[src/rtl/hzd_pkg.sv]
package hzd_pkg;

  typedef enum logic [1:0] {
    SEL_RF   = 2'd0,
    SEL_ALU  = 2'd1,
    SEL_LOAD = 2'd2,
    SEL_WB   = 2'd3
  } opnd_src_e;

  localparam int SEL_W = 2;

  // A producer is live when it writes and its target is not the constant register.
  function automatic logic producer_live(input logic wr, input logic dst_is_zero,
                                         input logic zero_hard);
    return wr && !(zero_hard && dst_is_zero);
  endfunction

endpackage

[src/rtl/hzd_match.sv]
module hzd_match
  import hzd_pkg::*;
#(
  parameter int REG_W     = 5,
  parameter int ZERO_HARD = 1
) (
  input  logic [REG_W-1:0] src,
  input  logic             src_vld,
  input  logic [REG_W-1:0] ex_dst,
  input  logic             ex_wr,
  input  logic             ex_load,
  input  logic [REG_W-1:0] wb_dst,
  input  logic             wb_wr,
  input  logic             wb_load,
  output opnd_src_e        sel,
  output logic             ld_wait,
  output logic             rf_read
);

  localparam logic ZH = (ZERO_HARD != 0);

  function automatic logic reg_hit(input logic [REG_W-1:0] s, input logic v,
                                   input logic [REG_W-1:0] d, input logic w);
    return v && (s == d) && producer_live(w, d == '0, ZH);
  endfunction

  logic src_live, ex_hit, wb_hit;

  always_comb begin
    src_live = src_vld && !(ZH && src == '0);
    ex_hit   = reg_hit(src, src_vld, ex_dst, ex_wr);
    wb_hit   = reg_hit(src, src_vld, wb_dst, wb_wr);
    sel      = SEL_RF;
    ld_wait  = 1'b0;
    if (ex_hit) begin
      if (ex_load) ld_wait = 1'b1;
      else         sel     = SEL_ALU;
    end else if (wb_hit) begin
      sel = wb_load ? SEL_LOAD : SEL_WB;
    end
    rf_read = src_live && !ex_hit && !wb_hit;

    // Youngest producer first.
    if (ex_hit && wb_hit) begin
      assert_ex_first_R6: assert (sel == SEL_ALU || ld_wait);
    end
    if (ZH && src == '0) begin
      assert_r0_inert_R7: assert (sel == SEL_RF && !ld_wait && !rf_read);
    end
    if (!src_vld) begin
      assert_idle_src_R8: assert (sel == SEL_RF && !ld_wait && !rf_read);
    end
    if (sel == SEL_LOAD) begin
      assert_load_path_R4: assert (wb_load && wb_hit && !ex_hit);
    end
  end

endmodule

[src/rtl/hzd_stall.sv]
module hzd_stall
  import hzd_pkg::*;
#(
  parameter int NUM_SRC   = 2,
  parameter int REG_W     = 5,
  parameter int SHARED    = 1,
  parameter int ZERO_HARD = 1
) (
  input  logic [NUM_SRC-1:0] ld_wait,
  input  logic [NUM_SRC-1:0] rf_read,
  input  logic [REG_W-1:0]   wb_dst,
  input  logic               wb_wr,
  output logic               fe_hold,
  output logic               ex_bubble
);

  logic ld_use, wb_live, port_clash;

  always_comb begin
    ld_use     = |ld_wait;
    wb_live    = producer_live(wb_wr, wb_dst == '0, ZERO_HARD != 0);
    port_clash = (SHARED != 0) && wb_live && (|rf_read);
    fe_hold    = ld_use || port_clash;
    ex_bubble  = fe_hold;

    if (ld_use) begin
      assert_interlock_R5: assert (fe_hold && ex_bubble);
    end
    if (port_clash) begin
      assert_port_wait_R9: assert (fe_hold && ex_bubble && wb_wr);
    end
  end

endmodule

[src/rtl/opnd_hazard_unit.sv]
module opnd_hazard_unit
  import hzd_pkg::*;
#(
  parameter int REG_W              = 5,
  parameter int NUM_SRC            = 2,
  parameter int SHARED_RF_PORT     = 1,
  parameter int ZERO_REG_HARDWIRED = 1
) (
  input  logic [NUM_SRC-1:0][REG_W-1:0] of_src,
  input  logic [NUM_SRC-1:0]            of_src_vld,
  input  logic [REG_W-1:0]              ex_dst,
  input  logic                          ex_wr,
  input  logic                          ex_load,
  input  logic [REG_W-1:0]              wb_dst,
  input  logic                          wb_wr,
  input  logic                          wb_load,
  output logic [NUM_SRC-1:0][SEL_W-1:0] opnd_sel,
  output logic                          fe_hold,
  output logic                          ex_bubble
);

  logic [NUM_SRC-1:0] ld_wait;
  logic [NUM_SRC-1:0] rf_read;

  for (genvar k = 0; k < NUM_SRC; k++) begin : g_opnd
    opnd_src_e sel_k;
    hzd_match #(.REG_W(REG_W), .ZERO_HARD(ZERO_REG_HARDWIRED)) u_match (
      .src     (of_src[k]),
      .src_vld (of_src_vld[k]),
      .ex_dst  (ex_dst),
      .ex_wr   (ex_wr),
      .ex_load (ex_load),
      .wb_dst  (wb_dst),
      .wb_wr   (wb_wr),
      .wb_load (wb_load),
      .sel     (sel_k),
      .ld_wait (ld_wait[k]),
      .rf_read (rf_read[k])
    );
    assign opnd_sel[k] = sel_k;
  end

  hzd_stall #(
    .NUM_SRC(NUM_SRC), .REG_W(REG_W),
    .SHARED(SHARED_RF_PORT), .ZERO_HARD(ZERO_REG_HARDWIRED)
  ) u_stall (
    .ld_wait   (ld_wait),
    .rf_read   (rf_read),
    .wb_dst    (wb_dst),
    .wb_wr     (wb_wr),
    .fe_hold   (fe_hold),
    .ex_bubble (ex_bubble)
  );

endmodule

[config.mk]
export PLATFORM = sky130hd
export DESIGN_NAME = opnd_hazard_unit
export DESIGN_NICKNAME = d
export VERILOG_FILES = /design/src/rtl/hzd_pkg.sv /design/src/rtl/hzd_match.sv /design/src/rtl/hzd_stall.sv /design/src/rtl/opnd_hazard_unit.sv
export SDC_FILE = /design/constraint.sdc
export NUM_CORES = 1
export LEC_CHECK = 0
export BUFFER_PORTS_ARGS = -buffer_cell sky130_fd_sc_hd__buf_2
export CORE_AREA = 2 2 39 41
export DETAILED_ROUTE_END_ITERATION = 10
export DIE_AREA = 0 0 41 43
export GPL_ROUTABILITY_DRIVEN = 0
export PLACE_DENSITY_LB_ADDON = 0.05
export RECOVER_POWER = 50
export SYNTH_ARGS = -nofsm -noshare
export SYNTH_HDL_FRONTEND = slang
export SYNTH_SLANG_ARGS = --single-unit
[constraint.sdc]
create_clock -name vclk -period 5.9
set_input_delay 1.77 -clock vclk [all_inputs]
set_output_delay 1.77 -clock vclk [all_outputs]
set_load 0.005 [all_outputs]
After elaboration in Yosys (flattened, before gate mapping)
Index checks and enable logic that the tools add are counted.
{"block": "op_classes", "n_reduce_logical": 32, "eq_ne": 4, "mux": 9}
{"cell": "$eq 5x5->1", "count": 4}
{"cell": "$logic_not 5->1", "count": 4}
{"cell": "$logic_and 1x1->1", "count": 17}
{"cell": "$logic_not 1->1", "count": 8}
{"cell": "$mux 2", "count": 4}
{"cell": "$mux 1", "count": 5}
{"cell": "$reduce_or 2->1", "count": 2}
{"cell": "$logic_or 1x1->1", "count": 1}
{"block": "word_totals", "wordCells": 45, "output_inout_bits": 6, "in_bits": 26, "ff_bits": 0}

Logic depth before layout (Yosys ltp)
{"block": "logic_depth", "depth_word": 10, "mapped_depth": 6, "depth_no_buf": 5}

Modules after synthesis
Synthesis repeated with hierarchy kept, for this count alone.
{"block": "unflattened", "hier_cells": 64, "hier_area_um2": 491.7}
{"module": "hzd_match", "seq_area_each_um2": 0.0, "instances": 2, "area_each_um2": 225.2, "cells_per_inst": 29}
{"module": "hzd_stall", "seq_area_each_um2": 0.0, "instances": 1, "area_each_um2": 41.3, "cells_per_inst": 6}

Least setup slack after synthesis
Ideal clock, no wire load.
{"block": "synth_timing", "path_type": "input -> output", "start": "input wb_dst[3]", "end": "output fe_hold", "path_slack_ns": 1.244, "t_arrival_ns": 2.886, "cell_stages": 6, "path_buffers": 1, "cell_sequence": "or4_1 o21ai_2 inv_1 nand3_2 o221ai_2 buf_4"}
{"block": "synth_via", "elab_chain_cells": 9}
{"item": "start: declaration", "line_no": "opnd_hazard_unit.sv:14", "text": "input logic [REG_W-1:0] wb_dst,"}
{"item": "$logic_not 5->1", "line_no": "hzd_match.sv:24, hzd_stall.sv:21"}
{"item": "$logic_not 1->1", "line_no": "hzd_pkg.sv:15", "text": "return wr && !(zero_hard && dst_is_zero);"}
{"item": "$logic_and 1x1->1", "line_no": "hzd_pkg.sv:15"}
{"item": "$logic_and 1x1->1", "line_no": "hzd_match.sv:24", "text": "return v && (s == d) && producer_live(w, d == '0, ZH);"}
{"item": "$logic_not 1->1", "line_no": "hzd_match.sv:41", "text": "rf_read = src_live && !ex_hit && !wb_hit;"}
{"item": "$logic_and 1x1->1", "line_no": "hzd_match.sv:41"}
{"item": "$reduce_or 2->1", "line_no": "hzd_stall.sv:22", "text": "port_clash = (SHARED != 0) && wb_live && (|rf_read);"}
{"item": "$logic_and 1x1->1 *", "line_no": "hzd_stall.sv:22"}
{"item": "$logic_or 1x1->1 *", "line_no": "hzd_stall.sv:23", "text": "fe_hold = ld_use || port_clash;"}
{"item": "end: declaration", "line_no": "opnd_hazard_unit.sv:18", "text": "output logic fe_hold,"}
Mark *: on every way between the ends. The rest lies on a longest branch, timed or not.

Final worst setup path
Ends and elaborated chain as after synthesis.

==> metrics <==
wire per inst=11.9 um; # Max-Cap Violations=0; Slew @ Worst Pin=409 ps; Gate Count Post-Synth=53; area grow syn2layout=40.6%; most common cell after layout, fill and taps aside=buf_2; worst path required time=4130 ps; largest net degree at the start of global routing=4; Die ar.=1760 um^2; worst hold margin=3810 ps; Vias=492; Setup Viol. Count Final=0; Die Ht=43 um; Mapped Nets=79; sequential area share after synthesis=0; DRT Wirelength=1190 um; Final Core Density=0.404; vias in the first global route=469; DRC=0; delay-heaviest family, CP=simple AND/OR/NAND/NOR gates; PwrDens=63.3 nW/um^2; RSZ-0062 raised after global routing=false; PortBufs=32; most frequent cells in the layout=31 x buf_2, 12 x xor2_1, 8 x xnor2_1, 4 x inv_1; overall routing resource usage=0.149; Die W=41 um; crit path buf inv count=3; first-pass detailed-route iteration total=2; critical path arrival=3220 ps; first-pass GRT wire length=1920 um; WS Path Type=input pin to output pin; distinct cell type count after synthesis=21; CP max stage delay=500 ps; Initial Util=0.288; hold buffer count at CTS=0; vias per inst=4.92; initial antenna violation count=0; register area=0 um^2; PnR worst setup slack=912 ps; yosys warns=0; Crit-path slowest cell=or4_1; Max Slew Vio Count=0; antenna-violating nets left=0; Period Utilization, post-route=0.845; Final #Nets=112; synthesized area per cell=7.51 um^2; Tmin final=4990 ps; core area=1380 um^2; total grt overflow=0; HPWL Detailed=1110 um; CP most frequent cell=buf_2; total placed instance area=571 um^2; # IOs=32; n_diodes=0; Fill cells=171; Slew HR=0.724; Worst Hold Class=input pin to output pin; crit start category=input pin; row count=14; clkbuf count=0; P_leak=0.257 nW; footprint of the multi-input gates=365 um^2; Fin Setup TNS=0 ps; post-CTS setup repair buffer count=0; # resized after CTS=0; Max Freq=200 MHz; mapped cell area=398 um^2; status=complete, no violations; critical path peak fanout=3; CP Capture Type=output pin; Final Hold Fails=0; post-route cell area=559 um^2; num sequential=0; Peak VDD IR=0.0000247 V; layout cell share with drive strength beyond 1=0.417; critical-path cell list=buf_2 -> or4_1 -> o21ai_0 -> inv_1 -> nand3_2 -> o221ai_2 -> buf_2; initial drt markers=6; pre-CTS WS=1050 ps
==> worst paths after layout <==
| kind | end | start | depth (start not counted) | slack (ps) |
|---|---|---|---|---|
| hold / removal | opnd_sel[2] | ex_load | 3 | 3810 |
| setup / recovery | fe_hold | wb_dst[3] | 7 | 910 |
==> stage by stage <==
step	total power, mW	cells
after floorplan	0.0185	53
after global placement	0.0364	100
after detailed placement	0.0362	100
after CTS	0.0364	100
after global routing	0.0394	100
final	0.0354	100
==> cells by family (layout without fill, tap and decap cells) <==
logic type      Yosys count  count (layout)  synth area share
xor+xnor                 20              20             0.440
simple gates             22              22             0.349
compound gates            6               6             0.154
buf+inv                   5              36            0.0566
==> layout make-up <==
cell class         count  share of cell area
well taps             16              0.0358
inverters              4              0.0268
repair buffers        32               0.284
multi-input cells     48               0.653
==> Yosys cell counts <==
| library cell | number | area (um^2) |
|---|---|---|
| and4_1 | 1 | 8.76 |
| xnor2_1 | 8 | 70.1 |
| inv_1 | 4 | 15.0 |
| nand4_1 | 2 | 12.5 |
| o21ai_0 | 1 | 5.00 |
| o221ai_2 | 1 | 15.0 |
| nor4_1 | 1 | 6.26 |
| o32ai_1 | 1 | 8.76 |
| and2_1 | 1 | 6.26 |
| o2111ai_2 | 1 | 15.0 |
| buf_4 | 1 | 7.51 |
| xor2_1 | 12 | 105 |
| nand3_2 | 1 | 10.0 |
| a22o_1 | 1 | 8.76 |
| nor3_1 | 3 | 15.0 |
| nor4_2 | 2 | 25.0 |
| nor2_1 | 3 | 11.3 |
| nand2_1 | 3 | 11.3 |
| o21ai_2 | 1 | 8.76 |
| or4_1 | 3 | 22.5 |
| nand3_1 | 2 | 10.0 |
==> per-layer routing <==
metal	up-vias	track usage	share of wire
li1	254	-	-
met1	218	0.190	0.44
met2	20	0.275	0.49
met3	0	0.00524	0.070
met4	0	0	0
met5	-	0	0
==> where the power goes <==
| part | total [mW] | internal (mW) | switching (mW) |
|---|---|---|---|
| Combinational | 0.0354 | 0.0174 | 0.0180 |
| Clock | 0 | 0 | 0 |
| Sequential | 0 | 0 | 0 |
(Power assumes the default switching activity.)
